**src/rtl/pllsrch_pkg.sv**
```systemverilog
package pllsrch_pkg;

  typedef enum logic [2:0] {
    OP_NMIN  = 3'd0,
    OP_NMAX  = 3'd1,
    OP_MCAND = 3'd2,
    OP_VCO   = 3'd3,
    OP_RATE  = 3'd4
  } divOpE;

  typedef struct packed {
    logic  capture;
    logic  divGo;
    divOpE divOp;
    logic  takeNmin;
    logic  takeNmax;
    logic  takeM;
    logic  takeVco;
    logic  stepN;
    logic  takeRate;
  } ctrlStrobesT;

  typedef struct packed {
    logic divDone;
    logic haveN;
    logic mInRange;
    logic lastN;
    logic found;
  } dpStatusT;

endpackage

```
**src/rtl/pllsrch_div.sv**
```systemverilog
module pllsrch_div #(
  parameter int NUM_W = 36,
  parameter int DEN_W = 24
) (
  input  logic             clk,
  input  logic             rstN,
  input  logic             go,
  input  logic [NUM_W-1:0] num,
  input  logic [DEN_W-1:0] den,
  output logic             done,
  output logic [NUM_W-1:0] quo
);
  localparam int CNT_W = $clog2(NUM_W + 1);

  logic [DEN_W-1:0] remR;
  logic [DEN_W-1:0] denR;
  logic [CNT_W-1:0] cnt;
  logic             running;
  logic [DEN_W:0]   trial;
  logic             fits;

  always_comb begin
    trial = {remR, quo[NUM_W-1]};
    fits  = trial >= {1'b0, denR};
  end

  always_ff @(posedge clk or negedge rstN) begin
    if (!rstN) begin
      remR    <= '0;
      denR    <= '0;
      quo     <= '0;
      cnt     <= '0;
      running <= 1'b0;
      done    <= 1'b0;
    end else if (go) begin
      remR    <= '0;
      denR    <= den;
      quo     <= num;
      cnt     <= CNT_W'(NUM_W);
      running <= 1'b1;
      done    <= 1'b0;
    end else if (running) begin
      if (fits) begin
        remR <= DEN_W'(trial - {1'b0, denR});
        quo  <= {quo[NUM_W-2:0], 1'b1};
      end else begin
        remR <= trial[DEN_W-1:0];
        quo  <= {quo[NUM_W-2:0], 1'b0};
      end
      cnt <= cnt - 1'b1;
      if (cnt == CNT_W'(1)) begin
        running <= 1'b0;
        done    <= 1'b1;
      end
    end else begin
      done <= 1'b0;
    end
  end
endmodule

```
**src/rtl/pllsrch_dp.sv**
```systemverilog
module pllsrch_dp
  import pllsrch_pkg::*;
#(
  parameter int FREQ_W      = 24,
  parameter int N_W         = 12,
  parameter int M_W         = 10,
  parameter int PFD_MIN_KHZ = 5000,
  parameter int PFD_MAX_KHZ = 40000,
  parameter int VCO_MIN_KHZ = 80000,
  parameter int VCO_MAX_KHZ = 1000000,
  parameter int M_MIN       = 6,
  parameter int M_MAX       = 512
) (
  input  logic              clk,
  input  logic              rstN,
  input  ctrlStrobesT       ctrl,
  input  logic [FREQ_W-1:0] refKhz,
  input  logic [FREQ_W-1:0] targetKhz,
  output dpStatusT          status,
  output logic [N_W-1:0]    bestN,
  output logic [M_W-1:0]    bestM,
  output logic [FREQ_W-1:0] vcoKhz,
  output logic [FREQ_W-1:0] rateMhz
);
  localparam int DIV_W = FREQ_W + N_W;
  localparam logic [N_W-1:0] N_CAP = {{(N_W-1){1'b1}}, 1'b0};

  logic [FREQ_W-1:0] refR, tgtR, bestErr;
  logic [N_W-1:0]    nCur, nMax;
  logic [M_W-1:0]    mCur;
  logic              foundR;

  logic [DIV_W-1:0]  divNum, quo;
  logic [FREQ_W-1:0] divDen;
  logic              divDone;

  logic              vcoOk, better;
  logic [FREQ_W-1:0] candVco, candErr;

  always_comb begin
    divNum = '0;
    divDen = '0;
    unique case (ctrl.divOp)
      OP_NMIN: begin
        divNum = DIV_W'(refR) + DIV_W'(PFD_MAX_KHZ - 1);
        divDen = FREQ_W'(PFD_MAX_KHZ);
      end
      OP_NMAX: begin
        divNum = DIV_W'(refR);
        divDen = FREQ_W'(PFD_MIN_KHZ);
      end
      OP_MCAND: begin
        divNum = DIV_W'(tgtR) * DIV_W'(nCur);
        divDen = refR;
      end
      OP_VCO: begin
        divNum = DIV_W'(mCur) * DIV_W'(refR);
        divDen = FREQ_W'(nCur);
      end
      OP_RATE: begin
        divNum = DIV_W'(vcoKhz) + DIV_W'(999);
        divDen = FREQ_W'(1000);
      end
      default: ;
    endcase
  end

  pllsrch_div #(.NUM_W(DIV_W), .DEN_W(FREQ_W)) u_div (
    .clk  (clk),
    .rstN (rstN),
    .go   (ctrl.divGo),
    .num  (divNum),
    .den  (divDen),
    .done (divDone),
    .quo  (quo)
  );

  always_comb begin
    candVco = FREQ_W'(quo);
    vcoOk   = (quo >= DIV_W'(VCO_MIN_KHZ)) && (quo <= DIV_W'(VCO_MAX_KHZ));
    candErr = (tgtR >= candVco) ? (tgtR - candVco) : (candVco - tgtR);
    better  = !foundR || (candErr < bestErr);
  end

  always_ff @(posedge clk or negedge rstN) begin
    if (!rstN) begin
      refR    <= '0;
      tgtR    <= '0;
      nCur    <= '0;
      nMax    <= '0;
      mCur    <= '0;
      foundR  <= 1'b0;
      bestN   <= '0;
      bestM   <= '0;
      vcoKhz  <= '0;
      bestErr <= '0;
      rateMhz <= '0;
    end else begin
      if (ctrl.capture) begin
        refR    <= refKhz;
        tgtR    <= targetKhz;
        foundR  <= 1'b0;
        bestN   <= '0;
        bestM   <= '0;
        vcoKhz  <= '0;
        bestErr <= '0;
        rateMhz <= '0;
      end
      if (ctrl.takeNmin) begin
        if (quo == '0)                  nCur <= N_W'(1);
        else if (quo > DIV_W'(N_CAP))   nCur <= N_CAP;
        else                            nCur <= N_W'(quo);
      end
      if (ctrl.takeNmax) begin
        if (quo > DIV_W'(N_CAP)) nMax <= N_CAP;
        else                     nMax <= N_W'(quo);
      end
      if (ctrl.takeM) begin
        mCur <= M_W'(quo) + M_W'(quo[0]);
      end
      if (ctrl.takeVco && vcoOk && better) begin
        foundR  <= 1'b1;
        bestN   <= nCur;
        bestM   <= mCur;
        vcoKhz  <= candVco;
        bestErr <= candErr;
      end
      if (ctrl.stepN) begin
        nCur <= nCur + 1'b1;
      end
      if (ctrl.takeRate) begin
        rateMhz <= FREQ_W'(quo);
      end
    end
  end

  always_comb begin
    status.divDone  = divDone;
    status.haveN    = nCur <= nMax;
    status.mInRange = (quo >= DIV_W'(M_MIN)) && (quo <= DIV_W'(M_MAX));
    status.lastN    = nCur == nMax;
    status.found    = foundR;
  end
endmodule

```
**src/rtl/pllsrch_ctrl.sv**
```systemverilog
module pllsrch_ctrl
  import pllsrch_pkg::*;
(
  input  logic        clk,
  input  logic        rstN,
  input  logic        start,
  input  dpStatusT    status,
  output ctrlStrobesT ctrl,
  output logic        busy,
  output logic        done
);
  typedef enum logic [3:0] {
    S_IDLE, S_BOUNDS, S_NMIN, S_NMAX, S_CHECK, S_MCAND,
    S_VCOGO, S_VCO, S_NEXT, S_WRAP, S_RATE, S_FINISH
  } stateE;

  stateE state, nxt;

  always_comb begin
    ctrl       = '0;
    ctrl.divOp = OP_NMIN;
    nxt        = state;
    unique case (state)
      S_IDLE: if (start) begin
        ctrl.capture = 1'b1;
        nxt = S_BOUNDS;
      end
      S_BOUNDS: begin
        ctrl.divGo = 1'b1;
        ctrl.divOp = OP_NMIN;
        nxt = S_NMIN;
      end
      S_NMIN: if (status.divDone) begin
        ctrl.takeNmin = 1'b1;
        ctrl.divGo    = 1'b1;
        ctrl.divOp    = OP_NMAX;
        nxt = S_NMAX;
      end
      S_NMAX: if (status.divDone) begin
        ctrl.takeNmax = 1'b1;
        nxt = S_CHECK;
      end
      S_CHECK: if (status.haveN) begin
        ctrl.divGo = 1'b1;
        ctrl.divOp = OP_MCAND;
        nxt = S_MCAND;
      end else begin
        nxt = S_WRAP;
      end
      S_MCAND: if (status.divDone) begin
        if (status.mInRange) begin
          ctrl.takeM = 1'b1;
          nxt = S_VCOGO;
        end else begin
          nxt = S_NEXT;
        end
      end
      S_VCOGO: begin
        ctrl.divGo = 1'b1;
        ctrl.divOp = OP_VCO;
        nxt = S_VCO;
      end
      S_VCO: if (status.divDone) begin
        ctrl.takeVco = 1'b1;
        nxt = S_NEXT;
      end
      S_NEXT: if (status.lastN) begin
        nxt = S_WRAP;
      end else begin
        ctrl.stepN = 1'b1;
        nxt = S_CHECK;
      end
      S_WRAP: if (status.found) begin
        ctrl.divGo = 1'b1;
        ctrl.divOp = OP_RATE;
        nxt = S_RATE;
      end else begin
        nxt = S_FINISH;
      end
      S_RATE: if (status.divDone) begin
        ctrl.takeRate = 1'b1;
        nxt = S_FINISH;
      end
      S_FINISH: nxt = S_IDLE;
      default:  nxt = S_IDLE;
    endcase
  end

  always_ff @(posedge clk or negedge rstN) begin
    if (!rstN) state <= S_IDLE;
    else       state <= nxt;
  end

  assign busy = state != S_IDLE;
  assign done = state == S_FINISH;
endmodule

```
**src/rtl/pllsrch_top.sv**
```systemverilog
module pllsrch_top
  import pllsrch_pkg::*;
#(
  parameter int FREQ_W      = 24,
  parameter int N_W         = 12,
  parameter int M_W         = 10,
  parameter int PFD_MIN_KHZ = 5000,
  parameter int PFD_MAX_KHZ = 40000,
  parameter int VCO_MIN_KHZ = 80000,
  parameter int VCO_MAX_KHZ = 1000000,
  parameter int M_MIN       = 6,
  parameter int M_MAX       = 512
) (
  input  logic              clk,
  input  logic              rstN,
  input  logic              start,
  input  logic [FREQ_W-1:0] refKhz,
  input  logic [FREQ_W-1:0] targetKhz,
  output logic              busy,
  output logic              done,
  output logic              found,
  output logic [N_W-1:0]    bestN,
  output logic [M_W-1:0]    bestM,
  output logic [FREQ_W-1:0] vcoKhz,
  output logic [FREQ_W-1:0] rateMhz
);
  ctrlStrobesT ctrl;
  dpStatusT    status;

  pllsrch_ctrl u_ctrl (
    .clk    (clk),
    .rstN   (rstN),
    .start  (start),
    .status (status),
    .ctrl   (ctrl),
    .busy   (busy),
    .done   (done)
  );

  pllsrch_dp #(
    .FREQ_W(FREQ_W), .N_W(N_W), .M_W(M_W),
    .PFD_MIN_KHZ(PFD_MIN_KHZ), .PFD_MAX_KHZ(PFD_MAX_KHZ),
    .VCO_MIN_KHZ(VCO_MIN_KHZ), .VCO_MAX_KHZ(VCO_MAX_KHZ),
    .M_MIN(M_MIN), .M_MAX(M_MAX)
  ) u_dp (
    .clk       (clk),
    .rstN      (rstN),
    .ctrl      (ctrl),
    .refKhz    (refKhz),
    .targetKhz (targetKhz),
    .status    (status),
    .bestN     (bestN),
    .bestM     (bestM),
    .vcoKhz    (vcoKhz),
    .rateMhz   (rateMhz)
  );

  assign found = status.found;
endmodule

```
**config.mk**
```make
export PLATFORM = sky130hd
export DESIGN_NAME = pllsrch_top
export DESIGN_NICKNAME = d
export VERILOG_FILES = /design/src/rtl/pllsrch_pkg.sv /design/src/rtl/pllsrch_div.sv /design/src/rtl/pllsrch_dp.sv /design/src/rtl/pllsrch_ctrl.sv /design/src/rtl/pllsrch_top.sv
export SDC_FILE = /design/constraint.sdc
export NUM_CORES = 2
export LEC_CHECK = 0
export BUFFER_PORTS_ARGS = -buffer_cell sky130_fd_sc_hd__buf_2
export CAP_MARGIN = 25
export CELL_PAD_IN_SITES_DETAIL_PLACEMENT = 1
export CELL_PAD_IN_SITES_GLOBAL_PLACEMENT = 2
export CORE_MARGIN = 2
export CORE_UTILIZATION = 43
export DETAILED_ROUTE_END_ITERATION = 8
export PLACE_DENSITY_LB_ADDON = 0.1
export SYNTH_ARGS = -nofsm -noshare
export SYNTH_HDL_FRONTEND = slang
export SYNTH_SLANG_ARGS = --single-unit
export TNS_END_PERCENT = 5
```
**constraint.sdc**
```tcl
create_clock -name clk -period 14.08 [get_ports clk]
set_clock_uncertainty 0.15 [all_clocks]
set_input_delay 1.408 -clock clk [delete_from_list [all_inputs] [get_ports clk]]
set_output_delay 1.408 -clock clk [all_outputs]
set_load 0.02 [all_outputs]
```
==> results.toml <==
[status]
outcome = "completed"

[critical_path]
critPathTopFamily = "compound AO/OA/AOI/OAI gates"
critPathMostFrequentCell = "a21oi_1"
timing.critical_path.buf_inv = 4
required_ns = 14.37
arrival_ns = 7.85
crit_slowest_cell = "or4_2"
timing_worst_setup_path_type = "reg -> reg"
r2r_cells = 23
cp_cell_sequence = "inv_1, ha_1, and4_1, a2111oi_2, o21ai_1, a21oi_1, a31oi_4, buf_4, inv_1, nand2_1, nand2_1, ha_1, a211oi_1, nor2_1, a2111oi_0, o21bai_1, a21oi_1, a211o_1, a21oi_1, or4_2, buf_4, nand3_1, o21ai_0"
path_max_fanout = 68
max_stage_delay_ns = 0.91
worstSetupStartpointType = "register"
endpoint_kind = "register"
cp_num_cells = 23

[synthesis]
yosys_warnings = 0
ys.flop_type = "dfrtp_1"
synth_area_sq_um = 32700
avgSynthCellArea_sq_um = 8.45
synthSimpleGateAreaFrac_pct = 17.5
synth_edf_count = 0
synth-compound-area-share_pct = 14.0
synthArstFlopShare_pct = 100
syn-num-nets = 4572
synth_cell_type_count = 76
ys_ff_latch = 271
synth_xor_area_share_pct = 3.66
synth_mux_area_share_pct = 1.82
syn_inst = 3876
synthAdderAreaFrac_pct = 33.3
synth_seq_area_share_pct = 20.7
synth_top_family_by_area = "adder cells"

[routing]
drt_iter0_markers = 1908
wl_um = 122000
ant_nets = 0
detail_route.vias_per_cell = 5.80
wl_per_cell_um = 25.0
vias = 28281
dr.pass1.iters = 7
drcViolationCount = 0

[floorplanning]
core_area_sq_um = 75700
start_util_pct = 43.3
dieArea_sq_um = 78400
die_w_um = 280
die_height_um = 280
row_count = 101
io_pins = 124

[clock_network]
ctsResizeCount = 0
hold_buffers = 0
clk_pin_slew_ns = 0.06
numCtsBuffers = 40
cts_tree = "done"
cts_buffer_depth = 3
post_cts.repair.setup_buffers = 0
htree_num_levels = 2
clock_latency_ns = 0.60
clockRootBuffer = "clkbuf_16"
numClockSinks = 271

[layout]
final_nets = 4565
layout_commonest_cell = "nand2_1"
area_growth_pct = 8.87
final_cell_mix = "628 x nand2_1, 552 x inv_1, 378 x fa_1"
drive_above_1_share_pct = 7.31
fin_util_pct = 47.1
fillCellCount = 8957

[power_and_ir_drop]
powerDensity_nw_per_um2 = 53.1
p_leak_nw = 18.1
ir_drop_uv = 70.1
p_total_mw = 1.89

[worst_hold_path]
hp-class = "reg -> reg"
worstHoldPathCells = 2

[placement]
hpwl_um = 92200
port_buffers = 122
place_congestion = 0.925
place_ws_ns = 6.68

[grt]
grt_usage_pct = 31.8
antenna_found_initial = 3
grt.overflow.total = 0
grt_pass1_wl_um = 189000
grt_max_degree = 105
grt_pass1_vias = 30886

[timing]
finalCritPeriodShare_pct = 53.7
tightest_slew_ns = 1.01
hold_violations = 0
clock.fmax_ghz = 0.132
totalNegativeSetupSlack_ns = 0
drv_slew = 0
period_minus_slack_ns = 7.56
setup-violations-final = 0
max_slew_margin_pct = 31.9
rsz0062_at_grt = "no"
worst_slack_ns = 6.52

[job]
max-cap-violations = 0
sequential cells by signal (all words and copies together) (netlist names):
signal              count
u_ctrl.state            4
u_dp.refR              24
u_dp.bestM              9
u_dp.bestN             12
u_dp.nCur              12
u_dp.rateMhz           24
u_dp.mCur               9
u_dp.u_div.remR        24
u_dp.foundR             1
u_dp.u_div.running      1
u_dp.u_div.denR        24
u_dp.bestErr           24
u_dp.u_div.cnt          6
u_dp.tgtR              24
u_dp.vcoKhz            24
u_dp.nMax              12
u_dp.u_div.done         1
u_dp.u_div.quo         36
layer usage:
metal,track usage [%],share of wire [%]
met1,43.1,44
met4,11.5,4.0
met3,3.17,4.4
met2,53.0,48
met5,0,0
synthesized netlist by cell type (5+ instances only):
cell type	n	area (sq um)
buf_2	7	35.0
ha_1	267	3340
o31ai_1	11	82.6
a21boi_0	5	37.5
dfrtp_1	271	6780
or2_2	10	62.6
xnor2_1	77	674
o221ai_1	7	61.3
nor4_1	15	93.8
o21ai_0	224	1120
o21a_1	18	135
inv_1	552	2070
buf_1	25	93.8
and3_1	25	156
clkbuf_1	191	717
o22ai_1	16	100
xor2_1	60	526
nand3b_1	11	82.6
nand4_1	24	150
and2_1	165	1030
a21o_1	61	458
o211ai_1	14	105
a221oi_1	15	131
a211oi_1	23	173
nor3_1	38	190
and4_1	6	52.6
a21oi_1	202	1010
a22oi_1	9	67.6
a32oi_1	7	61.3
nor2_1	168	631
nand3_1	106	531
mux2i_1	50	500
nand2_1	629	2360
fa_1	378	7570
o21bai_1	11	82.6
a222oi_1	15	150
o2111ai_1	5	43.8
nor2b_1	24	150
a31oi_1	16	100
nand2b_1	14	87.6
or3_1	7	43.8
a22o_1	25	219
mux2_2	7	78.8
where the power goes:
group          internal [mW]  switching [mW]
sequential             0.779               0
combinational        0.00660          0.0203
clock                  0.655           0.433
total                   1.44           0.453
cells by family (layout without fill, tap and decap cells):
family / count (synthesis) / after routing
other: 1 / 2
buffers and inverters: 777 / 800
and+or+nand+nor: 1255 / 1255
AOI/OAI and AO/OA: 732 / 732
DFF: 271 / 271
adders and majority gates: 645 / 645
xor gates and xnor gates: 137 / 137
muxes: 58 / 58
final cells by class:
cell class,instances,area (sq um),share of cell area [%]
tap,978,1220,3.43
clock inverter,25,312,0.874
timing repair buffer,176,1070,2.99
antenna,1,2.50,0.00702
clock buffer,47,1070,2.99
multi-input combinational,2828,23100,64.9
inverter,552,2070,5.81
sequential,271,6790,19.0
worst paths after layout:
| path | start | to | slack [ns] |
|---|---|---|---|
| min reg2reg | u_dp.bestN[5] | u_dp.bestN[5] | 0.34 |
| min | u_dp.bestN[5] | u_dp.bestN[5] | 0.34 |
| max reg2reg | u_dp.u_div.quo[3] | u_dp.vcoKhz[6] | 6.52 |
| max | u_dp.u_div.quo[3] | u_dp.vcoKhz[6] | 6.52 |
| max in group asynchronous | rstN | u_dp.bestN[11] | 11.07 |
| min in group asynchronous | rstN | u_dp.refR[15] | 0.71 |
metrics by stage:
stage | cell area [sq um] | hold slack (ns) | cells
after floorplan | 32700 | 0.310 | 3876
after global placement | 34200 | 0.321 | 4803
after detailed placement | 34200 | 0.327 | 4803
after CTS | 35600 | 0.342 | 4875
after global routing | 35600 | 0.370 | 4877
final | 35600 | 0.339 | 4878
worst register-to-register path, delay by kind of cell, from the launching register on:
| family | cells | cell delay [ns] |
|---|---|---|
| AOI/OAI and AO/OA | 11 | 2.28 |
| and+or+nand+nor | 6 | 1.78 |
| buffers and inverters | 4 | 1.58 |
| DFF | 1 | 0.79 |
| adders and majority gates | 2 | 0.85 |
Power figures use the tool's default switching activity.
